**config.mk**
```make
export PLATFORM = sky130hd
export DESIGN_NAME = i2c_addr_match
export DESIGN_NICKNAME = d
export VERILOG_FILES = /design/src/rtl/i2cam_pkg.sv /design/src/rtl/i2cam_line_mon.sv /design/src/rtl/i2cam_addr_cmp.sv /design/src/rtl/i2c_addr_match.sv
export SDC_FILE = /design/constraint.sdc
export NUM_CORES = 1
export LEC_CHECK = 0
export BUFFER_PORTS_ARGS = -buffer_cell sky130_fd_sc_hd__buf_2
export CORE_AREA = 10 10 51 93
export DETAILED_ROUTE_END_ITERATION = 10
export DIE_AREA = 0 0 61 103
export PLACE_DENSITY = 0.77
export REMOVE_ABC_BUFFERS = 1
export SLEW_MARGIN = 20
export SYNTH_ARGS = -nofsm -noshare
export SYNTH_HDL_FRONTEND = slang
export SYNTH_SLANG_ARGS = --single-unit
```
**constraint.sdc**
```tcl
create_clock -name clk -period 6.05 [get_ports clk]
set_input_delay 0.3025 -clock clk [delete_from_list [all_inputs] [get_ports clk]]
set_output_delay 0.3025 -clock clk [all_outputs]
set_load 0.02 [all_outputs]
```
**src/rtl/i2cam_pkg.sv**
```systemverilog
package i2cam_pkg;
    localparam int BYTE_W   = 8;
    localparam int CNT_W    = $clog2(BYTE_W + 1);
    localparam int ADDR10_W = 10;

    typedef enum logic [1:0] {
        RX_IDLE,
        RX_ADDR,
        RX_ADDR2,
        RX_DATA
    } rx_st_e;

    typedef struct packed {
        rx_st_e             st;
        rx_st_e             nxt;
        logic [BYTE_W-1:0]  shr;
        logic [CNT_W-1:0]   cnt;
        logic               ack;
        logic               in_ack;
        logic               drv;
        logic [BYTE_W-1:0]  rx;
        logic               bf;
        logic               ua;
        logic               ovf;
        logic               irq;
    } regs_t;
endpackage

```
**src/rtl/i2cam_line_mon.sv**
```systemverilog
module i2cam_line_mon (
    input  logic clk,
    input  logic rst_n,
    input  logic scl_i,
    input  logic sda_i,
    output logic scl_rise_o,
    output logic scl_fall_o,
    output logic start_o,
    output logic stop_o
);
    logic scl_q, sda_q;

    always_ff @(posedge clk or negedge rst_n) begin
        if (!rst_n) begin
            scl_q <= 1'b1;
            sda_q <= 1'b1;
        end else begin
            scl_q <= scl_i;
            sda_q <= sda_i;
        end
    end

    always_comb begin
        scl_rise_o = scl_i & ~scl_q;
        scl_fall_o = ~scl_i & scl_q;
        start_o    = scl_i & scl_q & sda_q & ~sda_i;
        stop_o     = scl_i & scl_q & ~sda_q & sda_i;
    end
endmodule

```
**src/rtl/i2cam_addr_cmp.sv**
```systemverilog
module i2cam_addr_cmp
    import i2cam_pkg::*;
(
    input  logic [BYTE_W-1:0]   rx_byte_i,
    input  logic [ADDR10_W-1:0] own_addr_i,
    input  logic                gc_en_i,
    input  logic                ten_bit_i,
    input  logic                ua_i,
    input  rx_st_e              st_i,
    output logic                accept_o,
    output logic                hdr10_o,
    output rx_st_e              nxt_o
);
    localparam logic [4:0] HDR10 = 5'b11110;

    logic gc_hit, m7_hit, m10a_hit, m10b_hit;

    always_comb begin
        gc_hit   = gc_en_i && (rx_byte_i == '0);
        m7_hit   = !ten_bit_i && (rx_byte_i[BYTE_W-1:1] == own_addr_i[6:0])
                   && (|rx_byte_i[BYTE_W-1:1]);
        m10a_hit = ten_bit_i && (rx_byte_i[7:3] == HDR10)
                   && (rx_byte_i[2:1] == own_addr_i[9:8]) && !rx_byte_i[0];
        m10b_hit = !ua_i && (rx_byte_i == own_addr_i[7:0]);

        accept_o = 1'b0;
        hdr10_o  = 1'b0;
        nxt_o    = RX_IDLE;
        case (st_i)
            RX_ADDR: begin
                if (gc_hit) begin
                    accept_o = 1'b1;
                    nxt_o    = RX_DATA;
                end else if (m7_hit) begin
                    accept_o = 1'b1;
                    nxt_o    = rx_byte_i[0] ? RX_IDLE : RX_DATA;
                end else if (m10a_hit) begin
                    accept_o = 1'b1;
                    hdr10_o  = 1'b1;
                    nxt_o    = RX_ADDR2;
                end
            end
            RX_ADDR2: begin
                if (m10b_hit) begin
                    accept_o = 1'b1;
                    nxt_o    = RX_DATA;
                end
            end
            RX_DATA: begin
                accept_o = 1'b1;
                nxt_o    = RX_DATA;
            end
            default: ;
        endcase
    end
endmodule

```
**src/rtl/i2c_addr_match.sv**
```systemverilog
module i2c_addr_match
    import i2cam_pkg::*;
(
    input  logic                clk,
    input  logic                rst_n,
    input  logic                scl_i,
    input  logic                sda_i,
    input  logic [ADDR10_W-1:0] own_addr_i,
    input  logic                gc_en_i,
    input  logic                ten_bit_i,
    input  logic                buf_rd_i,
    input  logic                irq_clr_i,
    input  logic                ovf_clr_i,
    input  logic                addr_reload_i,
    output logic                sda_pull_o,
    output logic [BYTE_W-1:0]   rx_data_o,
    output logic                buf_full_o,
    output logic                upd_addr_o,
    output logic                ovf_o,
    output logic                irq_o
);
    localparam logic [CNT_W-1:0] LAST_BIT = CNT_W'(BYTE_W - 1);
    localparam logic [CNT_W-1:0] ALL_BITS = CNT_W'(BYTE_W);

    regs_t d, q;
    logic  scl_rise, scl_fall, start_det, stop_det;
    logic  cmp_accept, cmp_hdr10;
    rx_st_e cmp_nxt;
    logic [BYTE_W-1:0] rx_byte;

    i2cam_line_mon mon_i (
        .clk        (clk),
        .rst_n      (rst_n),
        .scl_i      (scl_i),
        .sda_i      (sda_i),
        .scl_rise_o (scl_rise),
        .scl_fall_o (scl_fall),
        .start_o    (start_det),
        .stop_o     (stop_det)
    );

    assign rx_byte = {q.shr[BYTE_W-2:0], sda_i};

    i2cam_addr_cmp cmp_i (
        .rx_byte_i  (rx_byte),
        .own_addr_i (own_addr_i),
        .gc_en_i    (gc_en_i),
        .ten_bit_i  (ten_bit_i),
        .ua_i       (q.ua),
        .st_i       (q.st),
        .accept_o   (cmp_accept),
        .hdr10_o    (cmp_hdr10),
        .nxt_o      (cmp_nxt)
    );

    always_comb begin
        d = q;
        // host side clears; bus-side sets below take priority
        if (buf_rd_i)      d.bf  = 1'b0;
        if (irq_clr_i)     d.irq = 1'b0;
        if (ovf_clr_i)     d.ovf = 1'b0;
        if (addr_reload_i) d.ua  = 1'b0;

        if (stop_det) begin
            d.st     = RX_IDLE;
            d.cnt    = '0;
            d.in_ack = 1'b0;
            d.drv    = 1'b0;
        end else if (start_det) begin
            d.st     = RX_ADDR;
            d.cnt    = '0;
            d.in_ack = 1'b0;
            d.drv    = 1'b0;
        end else if (q.st != RX_IDLE) begin
            if (scl_rise && (q.cnt < ALL_BITS)) begin
                d.shr = rx_byte;
                d.cnt = q.cnt + 1'b1;
                if (q.cnt == LAST_BIT) begin
                    if (cmp_accept && q.bf) begin
                        d.ovf = 1'b1;
                        d.ack = 1'b0;
                        d.nxt = (q.st == RX_DATA) ? RX_DATA : RX_IDLE;
                    end else if (cmp_accept) begin
                        d.rx  = rx_byte;
                        d.bf  = 1'b1;
                        d.ack = 1'b1;
                        d.nxt = cmp_nxt;
                        if (cmp_hdr10) d.ua = 1'b1;
                    end else begin
                        d.ack = 1'b0;
                        d.nxt = RX_IDLE;
                    end
                end
            end else if (scl_fall && (q.cnt == ALL_BITS)) begin
                if (!q.in_ack) begin
                    d.in_ack = 1'b1;
                    d.drv    = q.ack;
                end else begin
                    d.in_ack = 1'b0;
                    d.drv    = 1'b0;
                    d.cnt    = '0;
                    d.st     = q.nxt;
                    if (q.ack) d.irq = 1'b1;
                end
            end
        end
    end

    always_ff @(posedge clk or negedge rst_n) begin
        if (!rst_n) begin
            q <= '{st: RX_IDLE, nxt: RX_IDLE, shr: '0, cnt: '0, ack: 1'b0,
                   in_ack: 1'b0, drv: 1'b0, rx: '0, bf: 1'b0, ua: 1'b0,
                   ovf: 1'b0, irq: 1'b0};
        end else begin
            q <= d;
        end
    end

    assign sda_pull_o = q.drv;
    assign rx_data_o  = q.rx;
    assign buf_full_o = q.bf;
    assign upd_addr_o = q.ua;
    assign ovf_o      = q.ovf;
    assign irq_o      = q.irq;
endmodule

```
==> impl_summary.log, run 1 <==
INFO  metric timing.critical_path.required = 6.22 ns
INFO  metric worstPathArrival = 2.62 ns
INFO  metric cts-resized-gates = 0
INFO  metric crit_cells = 6
INFO  metric synthesis.instances = 183
INFO  metric totalNegativeSetupSlack = 0 ns
INFO  metric cts_hold_buf = 0
INFO  metric post-route-drc-count = 0
INFO  metric fill_cells = 299
INFO  metric critical_path_peak_fanout = 10
INFO  metric final_setup_violation_count = 0
INFO  metric max_cap_viol_count = 0
INFO  metric grt_overflow = 0
INFO  metric cp-end-kind = flip-flop
INFO  metric die_area = 6280 um^2
INFO  metric clock_latency_on_the_worst_skew_pair = 0.29 ns
INFO  metric grt_start_max_net_pins = 33
INFO  metric ys_types = 39
INFO  metric critPathLaunchType = flip-flop
INFO  metric number_of_global_route_vias_before_repair = 1,370
INFO  metric synth_xor_xnor_area_share = 9.47%
INFO  metric result_of_the_run = finished, final reports clean
INFO  metric drt_first_iter_violations = 45
INFO  metric route.detailed.wl_per_inst = 15.7 um
INFO  metric cts.repair_timing.setup_buffer_count = 0
INFO  metric rows = 30
INFO  metric dr_total_vias = 1,357
INFO  metric synth.yosys.seq_area_share = 45.7%
INFO  metric slew_headroom = 53.0%
INFO  metric power-per-cell-area = 234 nW/um^2
INFO  metric synth-compound-area-share = 9.40%
INFO  metric hold-worst-slack = 0.0570 ns
INFO  metric largest_family_of_logic_cells_by_synthesized_area = simple AND/OR/NAND/NOR gates
INFO  metric grt_first_pass_wirelength = 6270 um
INFO  metric timing.rr.start = q[20]
INFO  metric final_hold_vio_count = 0
INFO  metric numCtsBuffers = 5
INFO  metric yosys-mux-area-fraction = 5.77%
INFO  metric syn_avg_cell_area = 9.61 um^2
INFO  metric synth_register_bits = 32
INFO  metric finish.instance_area = 1940 um^2
INFO  metric cell_area_after_placement = 1850 um^2
INFO  metric grtUsageTotal = 13.1%
INFO  metric worst-slew-pin-transition = 0.706 ns
INFO  metric period_needed = 2.45 ns
INFO  metric fp.coreArea = 3300 um^2
INFO  metric finClkSkew = 0.00630 ns
INFO  metric critical-path-slowest-cell = or4_1
INFO  metric timing.critical_path.buf_inv = 0
INFO  metric yosys_warn_count = 0
INFO  metric cts.clk_slew.worst_paths = 0.06 ns
INFO  metric postLayoutCoreUtil = 58.8%
INFO  metric cts_tree = yes
INFO  metric floorplan.die.height = 103 um
INFO  metric path_cells = or4_1 -> nor4_2 -> or3_4 -> nand2_2 -> a31oi_4 -> mux2_2
INFO  metric gp_congestion = 0.895
INFO  metric floorplan.io_pins = 33
INFO  metric final_nets = 227
INFO  metric dpl.hpwl = 2810 um
INFO  metric place.port_buffers = 32
INFO  metric final_antenna_net_count = 0
INFO  metric post_synth_fa_ha_maj_area_fraction = 1.99%
INFO  metric hold_class = in2async
INFO  metric finalMaxSlewViolations = 0
INFO  metric slowest_delay = 0.56 ns
INFO  metric floorplan.initialDensity = 53.2%
INFO  metric irDropWorstVdd = 0.000160 V
INFO  metric cp-startpoint = q[20]
INFO  metric min_period_over_period = 40.5%
INFO  metric antenna_violations_before_repair = 0
INFO  metric wl = 3740 um
INFO  metric drive_above_1_share = 28.2%
INFO  metric num_antenna_cells = 0
INFO  metric ctsRootBufferMaster = clkbuf_8
INFO  metric detail_route.vias_per_cell = 5.70
INFO  metric clk_path_buf_depth = 2
INFO  metric cts_max_level = 2
INFO  metric max_freq = 0.408 GHz
INFO  metric cpLargestDelayFamily = simple AND/OR/NAND/NOR gates
INFO  metric total_leakage_power = 0.948 nW
INFO  metric synth-simple-area-share = 19.7%
INFO  metric rr_worst_depth = 6
INFO  metric setup_repair_after_global_routing_missed_its_margin = false
INFO  metric critical_path_class = reg2reg
INFO  metric drt_first_pass_iters = 4
INFO  metric die_w = 61 um
INFO  metric synth_area = 1760 um^2
INFO  metric cts.sinks = 32
INFO  metric area_delta_synth_final = 10.4%
-- registers in the layout, summed over array words and instances (netlist names) --
name,cells
sda_pull_o,1
mon_i.sda_q,1
ovf_o,1
buf_full_o,1
upd_addr_o,1
irq_o,1
mon_i.scl_q,1
rx_data_o,8
q,17
-- stage by stage --
stage | power, W | setup WS, ns | cells
global route | 0.000476 | 3.50 | 238
global placement | 0.000286 | 3.71 | 230
CTS | 0.000459 | 3.60 | 238
finish | 0.000454 | 3.60 | 238
detailed placement | 0.000289 | 3.62 | 230
floorplan | 0.000266 | 3.83 | 166
-- cell families after synthesis --
| family | Yosys count |
|---|---|
| flip-flops | 32 |
| AND/OR/NAND/NOR | 70 |
| multiplexers | 9 |
| XOR/XNOR | 19 |
| adder cells (fa/ha/maj) | 3 |
| AO/OA/AOI/OAI | 25 |
| buffers and inverters | 25 |
-- routing by layer --
layer	track usage [%]	vias up	part of all wire, %
li1	-	648	-
met1	15.0	655	40
met5	0	-	0
met3	4.93	7	9.9
met2	20.3	47	49
met4	6.79	0	1.9
-- cell usage after synthesis (all sizes together) --
cell	n	share of area, %
o21ai	11	3.1
inv	8	1.7
nand4	2	0.71
nand3b	1	0.43
nor4	3	1.4
o31a	1	0.50
nand4b	2	1.0
or3	1	0.64
clkbuf	6	1.3
a31oi	3	1.9
buf	11	5.0
maj3	1	0.57
ha	2	1.4
nand2b	2	0.71
dfstp	2	3.0
o211ai	1	0.43
xor2	5	2.5
o32ai	1	0.50
nor2	10	2.1
or2	1	0.36
or3b	1	0.50
nand4bb	1	0.64
a21oi	5	1.4
a22o	1	0.50
or4	2	0.85
nor3	2	0.57
nor2b	2	0.71
a211o	1	0.57
nand2	35	7.6
a21o	1	0.43
nand3	5	1.4
mux2	9	5.8
xnor2	14	7.0
dfrtp	30	43
-- worst paths after layout --
check	endpoint	slack [ns]
worst min-delay path	rx_data_o[6]	0.06
worst max-delay path	rx_data_o[5]	3.60
max in group asynchronous	rx_data_o[7]	5.54
worst min register to register	q[27]	0.47
min in group clk	mon_i.scl_q	0.15
worst max register to register	rx_data_o[5]	3.60
-- report_power, final --
group          switching, W  internal (W)  total (W)  leakage, nW
Sequential        0.0000127      0.000221   0.000233        0.439
Clock             0.0000782     0.0000906   0.000169       0.0510
Combinational     0.0000284     0.0000236  0.0000520        0.458
Total              0.000119      0.000335   0.000454        0.948
-- layout make-up --
type | count | area [um^2] | area share [%]
multi-input combinational | 126 | 815 | 42.0
clock buffer | 6 | 82.6 | 4.26
inverter | 8 | 30.0 | 1.55
clock inverter | 2 | 10.0 | 0.516
timing repair buffer | 32 | 160 | 8.25
sequential | 32 | 803 | 41.4
tap | 32 | 40.0 | 2.06
-- placed cells by master, fill, tap and decap left out, types with 5 or more instances in the layout --
cell,synthesis,layout
dfrtp_1,30,30
nor2_1,10,10
buf_2,1,32
a21oi_1,5,5
inv_1,8,8
clkbuf_8,0,6
mux2_2,9,9
o21ai_0,11,11
nand3_1,5,5
xnor2_1,14,14
nand2_1,34,34
xor2_1,5,5
(Power assumes the default switching activity.)
==> inputs of run 2 (changes only) <==
--- a/config.mk
+++ b/config.mk
@@ -6,10 +6,10 @@
 export NUM_CORES = 1
 export LEC_CHECK = 0
 export BUFFER_PORTS_ARGS = -buffer_cell sky130_fd_sc_hd__buf_2
-export CORE_AREA = 10 10 51 93
+export CORE_AREA = 10 10 54 98
 export DETAILED_ROUTE_END_ITERATION = 10
-export DIE_AREA = 0 0 61 103
-export PLACE_DENSITY = 0.77
+export DIE_AREA = 0 0 64 108
+export PLACE_DENSITY = 0.72
 export REMOVE_ABC_BUFFERS = 1
 export SLEW_MARGIN = 20
 export SYNTH_ARGS = -nofsm -noshare
==> constraint.sdc (replaced) <==
create_clock -name clk -period 2 [get_ports clk]
set_input_delay 0.1 -clock clk [delete_from_list [all_inputs] [get_ports clk]]
set_output_delay 0.1 -clock clk [all_outputs]
set_load 0.02 [all_outputs]
==> run 2 against run 1 <==
  * The flow now finishes with violations (hold timing, setup timing)
  * Die area rose by 10%
  * Clock skew is 0.0024 ns lower
  * Sequential cell count stayed put
  * Via count increased by 7.4%
  * Non-clock buffer count is 28 higher
  * Sequential share of layout area fell by 5.1 points
  * Cell count rose by 20%
  * Worst setup slack worse by 3.8 ns
  * Critical path type unchanged
  * Largest cell class unchanged
==> impl_summary.log, run 2 (synthesized netlist as in run 1, its figures left out) <==
INFO  metric max_cap_viol_count = 0 (unchanged)
INFO  metric power-per-cell-area = 650 nW/um^2 (+180%)
INFO  metric final_common_cell = nand2_1
INFO  metric numCtsBuffers = 5 (unchanged)
INFO  metric ff_latch_area = 805 um^2 (+0.16%)
INFO  metric finalMaxSlewViolations = 0 (unchanged)
INFO  metric die_w = 64 um (+4.9%)
INFO  metric hold-worst-slack = -0.00364 ns (-0.0607 ns)
INFO  metric dpl.cell_count = 271 (+18%)
INFO  metric final_hold_vio_count = 1 (+1)
INFO  metric timing.critical_path.required = 2.17 ns (-4.05 ns)
INFO  metric violations = hold timing, setup timing
INFO  metric grt_overflow = 0 (unchanged)
INFO  metric critPathLaunchType = flip-flop
INFO  metric number_of_global_route_vias_before_repair = 1,566 (+14%)
INFO  metric max_freq = 0.458 GHz (+12%)
INFO  metric floorplan.io_pins = 33 (unchanged)
INFO  metric min_delay_path_depth = 2
INFO  metric cts.clk_slew.worst_paths = 0.06 ns (about the same)
INFO  metric grtUsageTotal = 13.8% (+0.68 points)
INFO  metric cell_area_after_placement = 2050 um^2 (+11%)
INFO  metric critical_path_class = reg2reg
INFO  metric hold_class = in2reg
INFO  metric multi_input_area = 836 um^2 (+2.6%)
INFO  metric floorplan.die.height = 108 um (+4.9%)
INFO  metric clock_latency_on_the_worst_skew_pair = 0.29 ns (about the same)
INFO  metric grt_first_pass_wirelength = 7400 um (+18%)
INFO  metric place.port_buffers = 32 (unchanged)
INFO  metric cts_max_level = 2 (unchanged)
INFO  metric period_needed = 2.18 ns (-0.266 ns)
INFO  metric finish.instance_area = 2220 um^2 (+14%)
INFO  metric cts_tree = yes
INFO  metric ctsRootBufferMaster = clkbuf_8
INFO  metric antenna_violations_before_repair = 0 (unchanged)
INFO  metric floorplan.initialDensity = 46.2% (-7.0 points)
INFO  metric largest_register_ff_count = 17 (unchanged)
INFO  metric rows = 32 (+6.7%)
INFO  metric post-route-drc-count = 0 (unchanged)
INFO  metric finClkSkew = 0.00395 ns (-0.00235 ns)
INFO  metric cts.sinks = 32 (unchanged)
INFO  metric layoutNonFillerInstCount = 285 (+20%)
INFO  metric dr_total_vias = 1,458 (+7.4%)
INFO  metric fp.coreArea = 3800 um^2 (+15%)
INFO  metric num_antenna_cells = 0 (unchanged)
INFO  metric final_setup_violation_count = 10 (+10)
INFO  metric regMostFlops = q
INFO  metric die_area = 6910 um^2 (+10%)
INFO  metric min_period_over_period = 109% (+69 points)
INFO  metric route.detailed.wl_per_inst = 15.6 um (-0.91%)
INFO  metric area_delta_synth_final = 26.3%
INFO  metric critical_path_peak_fanout = 10 (unchanged)
INFO  metric hold_path_startpoint = irq_clr_i
INFO  metric irDropWorstVdd = 0.000502 V (+210%)
INFO  metric worst-r2r-setup-slack = -0.18 ns (-3.78 ns)
INFO  metric gp_congestion = 0.806 (-9.9%)
INFO  metric setup_repair_after_global_routing_missed_its_margin = true
INFO  metric postLayoutCoreUtil = 58.4% (-0.39 points)
INFO  metric final_antenna_net_count = 0 (unchanged)
INFO  metric rr_worst_depth = 7 (+1)
INFO  metric setup_ws = -0.184 ns (-3.78 ns)
INFO  metric grt_start_max_net_pins = 33 (unchanged)
INFO  metric layout.cells.most_common_list = nand2_1 (34), buf_2 (32), dfrtp_1 (29)
INFO  metric worstPathArrival = 2.36 ns (-0.26 ns)
INFO  metric final_nets = 255 (+12%)
INFO  metric timing.rr.start = q[19]
INFO  metric fill_cells = 340 (+14%)
INFO  metric cp-end-kind = flip-flop
INFO  metric regToRegEndpoint = rx_data_o[6]
INFO  metric worst-slew-pin-transition = 0.710 ns (+0.00393 ns)
INFO  metric drt_first_iter_violations = 31 (-31%)
INFO  metric whs_endpoint = irq_o
INFO  metric detail_route.vias_per_cell = 5.12 (-10%)
INFO  metric clk_path_buf_depth = 2 (unchanged)
INFO  metric total_leakage_power = 1.09 nW (+15%)
INFO  metric wl = 4440 um (+19%)
INFO  metric drive_above_1_share = 35.0% (+6.9 points)
INFO  metric slew_headroom = 52.7% (-0.26 points)
INFO  metric dpl.hpwl = 3460 um (+23%)
INFO  metric drt_first_pass_iters = 4 (unchanged)
INFO  metric result_of_the_run = complete, but fails checks
INFO  metric place_worst_setup_slack = -0.210 ns (-3.83 ns)
run 2: cell count changes in the layout (fill, tap and decap cells not counted):
cell	change
clkbuf_1	+2
dlygate4sd3_1	+5
dfrtp_1	-1
or4_1	-1
buf_4	+22
buf_12	+1
or4_4	+1
nor4_1	-1
dfrtp_2	+1
or3b_4	+1
or3b_2	-1
clkinv_2	-2
nor4_4	+1
run 2: worst max-delay path by stage:
stage / end / slack, ns / cells past startpoint / from
global route: rx_data_o[4] / -0.25 / 7 / q[22]
global placement: rx_data_o[7] / -0.13 / 7 / q[19]
floorplan: rx_data_o[0] / -0.22 / 6 / q[20]
CTS: rx_data_o[6] / -0.23 / 7 / q[23]
finish: rx_data_o[6] / -0.18 / 7 / q[19]
detailed placement: rx_data_o[6] / -0.21 / 7 / q[22]
run 2: power breakdown:
part	switching, W	internal (W)	leakage [nW]
clock network	0.000233	0.000280	0.0455
logic	0.000123	0.000121	0.609
registers	0.0000171	0.000668	0.437
total	0.000374	0.00107	1.09
run 2: metal layers:
metal	vias up	part of all wire, %	track usage, %
li1	703	-	-
met1	699	33	12.2
met2	41	59	26.1
met3	15	4.7	3.21
met4	0	3.5	9.43
met5	-	0	0
run 2: cell type report:
| class | count | share of cell area (%) |
|---|---|---|
| clock buffer | 8 | 4.06 |
| inverter | 8 | 1.35 |
| multi-input combinational | 126 | 37.7 |
| sequential | 32 | 36.2 |
| tap | 51 | 2.87 |
| timing repair buffer | 60 | 17.8 |
run 2: repair_timing:
item,CTS,global route
setup buffers,1,0
hold buffers,5,0
endpoints found under the hold margin,34,0
gates resized for setup,0,5
pin swaps,0,1
setup endpoints to repair,11,14
cloned,0,0
run 2: critical path: stages, from the launching register on:
cell,delay [ns]
dfrtp_1,0.38
xor2_1,0.16
or4_1,0.50
or3_4,0.40
nand2_2,0.09
a31oi_4,0.10
buf_12,0.17
mux2_2,0.27
run 2: metrics by stage:
| stage | hold slack [ns] | power (W) | TNS (ns) |
|---|---|---|---|
| floorplan | -0.196 | 0.000806 | -1.95 |
| global placement | 0.186 | 0.000912 | -1.07 |
| detailed placement | 0.198 | 0.000919 | -1.72 |
| CTS | 0.00853 | 0.00144 | -1.90 |
| global route | 0.0153 | 0.00150 | -2.37 |
| finish | -0.00364 | 0.00144 | -1.52 |
==> inputs of run 3 (changes only) <==
--- a/config.mk
+++ b/config.mk
@@ -11,6 +11,7 @@
 export DIE_AREA = 0 0 64 108
 export PLACE_DENSITY = 0.72
 export REMOVE_ABC_BUFFERS = 1
+export SKIP_CTS_REPAIR_TIMING = 1
 export SLEW_MARGIN = 20
 export SYNTH_ARGS = -nofsm -noshare
 export SYNTH_HDL_FRONTEND = slang
==> run 3 against run 2 <==
  * The flow still finishes with violations (hold timing, setup timing)
  * Clock-buffer cell count is the same
  * Hold slack lost 0.0091 ns
  * Combinational power is essentially flat
  * Die area is the same
  * Register-to-register slack is essentially flat
  * Worst setup slack lost 0.0058 ns
  * Critical path type unchanged
==> impl_summary.log, run 3 (synthesized netlist as in run 1, its figures left out) <==
INFO  metric result_of_the_run = complete, but fails checks
INFO  metric violations = hold timing, setup timing
INFO  metric whs_endpoint = buf_full_o
INFO  metric die_area = 6910 um^2 (unchanged)
INFO  metric wl = 4500 um (+1.3%)
INFO  metric ctsRootBufferMaster = clkbuf_8
INFO  metric gp_congestion = 0.806 (unchanged)
INFO  metric regToRegEndpoint = rx_data_o[6]
INFO  metric min_period_over_period = 110% (+0.29 points)
INFO  metric place.port_buffers = 32 (unchanged)
INFO  metric cell_area_after_placement = 2050 um^2 (unchanged)
INFO  metric drive_above_1_share = 35.2% (+0.15 points)
INFO  metric final_antenna_net_count = 0 (unchanged)
INFO  metric grt_overflow = 0 (unchanged)
INFO  metric dpl.cell_count = 271 (unchanged)
INFO  metric antenna_violations_before_repair = 0 (unchanged)
INFO  metric final_hold_vio_count = 1 (unchanged)
INFO  metric worst-r2r-setup-slack = -0.19 ns (about the same)
INFO  metric power-per-cell-area = 651 nW/um^2 (+0.21%)
INFO  metric critPathLaunchType = flip-flop
INFO  metric power.share.switching = 25.8% (-0.095 points)
INFO  metric route.detailed.wl_per_inst = 15.8 um (+1.7%)
INFO  metric seqPwrFrac = 47.6% (about the same)
INFO  metric finish.instance_area = 2210 um^2 (-0.45%)
INFO  metric internal_power = 0.00107 W (-0.11%)
INFO  metric largest_register_ff_count = 17 (unchanged)
INFO  metric cts.sinks = 32 (unchanged)
INFO  metric regMostFlops = q
INFO  metric critical_path_class = reg2reg
INFO  metric num_antenna_cells = 0 (unchanged)
INFO  metric timing.critical_path.buf_inv = 1 (unchanged)
INFO  metric timing.critical_path.required = 2.17 ns (about the same)
INFO  metric max_freq = 0.457 GHz (-0.26%)
INFO  metric rows = 32 (unchanged)
INFO  metric layoutNonFillerInstCount = 284 (-0.35%)
INFO  metric final_common_cell = nand2_1
INFO  metric floorplan.initialDensity = 46.2% (unchanged)
INFO  metric cts_max_level = 2 (unchanged)
INFO  metric min_delay_path_depth = 2 (unchanged)
INFO  metric setup_ws = -0.190 ns (-0.00581 ns)
INFO  metric net-switching-power = 0.000372 W (-0.60%)
INFO  metric drt_first_pass_iters = 4 (unchanged)
INFO  metric clk_path_buf_depth = 2 (unchanged)
INFO  metric drt_first_iter_violations = 38 (+23%)
INFO  metric number_of_global_route_vias_before_repair = 1,554 (-0.77%)
INFO  metric floorplan.die.height = 108 um (unchanged)
INFO  metric post-route-drc-count = 0 (unchanged)
INFO  metric hold_path_startpoint = buf_rd_i
INFO  metric fp.coreArea = 3800 um^2 (unchanged)
INFO  metric max_cap_viol_count = 0 (unchanged)
INFO  metric place_worst_setup_slack = -0.210 ns (unchanged)
INFO  metric rr_worst_depth = 7 (unchanged)
INFO  metric clockPowerShare = 35.4% (-0.2 points)
INFO  metric dpl.hpwl = 3460 um (unchanged)
INFO  metric timing.rr.start = q[19]
INFO  metric detail_route.vias_per_cell = 5.22 (+2.1%)
INFO  metric finalMaxSlewViolations = 0 (unchanged)
INFO  metric floorplan.io_pins = 33 (unchanged)
INFO  metric critical_path_peak_fanout = 10 (unchanged)
INFO  metric critical-path-slowest-cell = or4_1
INFO  metric hold_class = in2reg
INFO  metric setup_repair_after_global_routing_missed_its_margin = true
INFO  metric cp-end-kind = flip-flop
INFO  metric worst-slew-pin-transition = 0.720 ns (+0.0107 ns)
INFO  metric clock_latency_on_the_worst_skew_pair = 0.28 ns (about the same)
INFO  metric layout.cells.most_common_list = nand2_1 (34), buf_2 (32), dfrtp_1 (29)
INFO  metric finClkSkew = 0.00299 ns (-0.000962 ns)
INFO  metric irDropWorstVdd = 0.000504 V (+0.33%)
INFO  metric numCtsBuffers = 5 (unchanged)
INFO  metric totalNegativeSetupSlack = -1.60 ns (-0.0843 ns)
INFO  metric path_cells = xor2_1 -> or4_1 -> or3_4 -> nand2_2 -> a31oi_4 -> buf_12 -> mux2_2
INFO  metric grt_first_pass_wirelength = 7330 um (-0.93%)
INFO  metric grt_start_max_net_pins = 33 (unchanged)
INFO  metric cts.clk_slew.worst_paths = 0.06 ns (about the same)
INFO  metric total_leakage_power = 1.09 nW (-0.38%)
INFO  metric slew_headroom = 52.0% (-0.71 points)
INFO  metric slowest_delay = 0.50 ns (about the same)
INFO  metric dr_total_vias = 1,483 (+1.7%)
INFO  metric hold-worst-slack = -0.0127 ns (-0.00906 ns)
INFO  metric area_delta_synth_final = 25.7%
INFO  metric worstPathArrival = 2.36 ns (about the same)
INFO  metric cpLargestDelayFamily = simple AND/OR/NAND/NOR gates
INFO  metric period_needed = 2.19 ns (+0.00581 ns)
INFO  metric power.combinational.fraction = 17.0% (about the same)
INFO  metric die_w = 64 um (unchanged)
INFO  metric final_setup_violation_count = 10 (unchanged)
INFO  metric cts_tree = yes
INFO  metric grtUsageTotal = 13.6% (-0.14 points)
INFO  metric final_nets = 254 (-0.39%)
[run 3: per-stage QoR]
step | hold slack [ns] | power [W] | util [%]
4_1_cts | -0.106 | 0.00143 | 56.3
5_1_grt | 0.0113 | 0.00150 | 58.1
2_1_floorplan | -0.196 | 0.000806 | -
6_report | -0.0127 | 0.00144 | 58.1
3_3_place_gp | 0.186 | 0.000912 | 53.9
3_5_place_dp | 0.198 | 0.000919 | 53.9
[run 3: layer usage]
layer	global-route usage (%)	up-vias	share of wire, %
met3	3.21	23	4.4
met1	11.9	703	33
met2	25.8	53	56
met5	0	-	0
met4	9.91	0	6.4
li1	-	704	-
[run 3: worst register-to-register path, stage by stage, from the launching register on]
cell and delay, ns:
dfrtp_1 0.38, xor2_1 0.15, or4_1 0.50, or3_4 0.40, nand2_2 0.09, a31oi_4 0.10, buf_12 0.17, mux2_2 0.27
[run 3: power by group through the flow]
stage	registers, W	logic, W	clock network (W)
4_1_cts	0.000684	0.000225	0.000522
2_1_floorplan	0.000708	0.0000983	0
3_5_place_dp	0.000696	0.000223	0
5_1_grt	0.000686	0.000269	0.000548
6_report	0.000685	0.000245	0.000509
3_3_place_gp	0.000695	0.000217	0
[run 3: cell type report]
class                      instances  area [um^2]
clock buffer                       8         90.1
fill                             340         1590
inverter                           8         30.0
multi-input combinational        126          836
sequential                        32          805
tap                               51         63.8
timing repair buffer              59          385
[run 3: how the worst max path moves through the flow]
stage / start / end / depth (start not counted)
global placement: q[19] / rx_data_o[7] / 7
finish: q[19] / rx_data_o[6] / 7
detailed placement: q[22] / rx_data_o[6] / 7
floorplan: q[20] / rx_data_o[0] / 6
global route: q[19] / rx_data_o[4] / 7
CTS: q[22] / rx_data_o[6] / 7
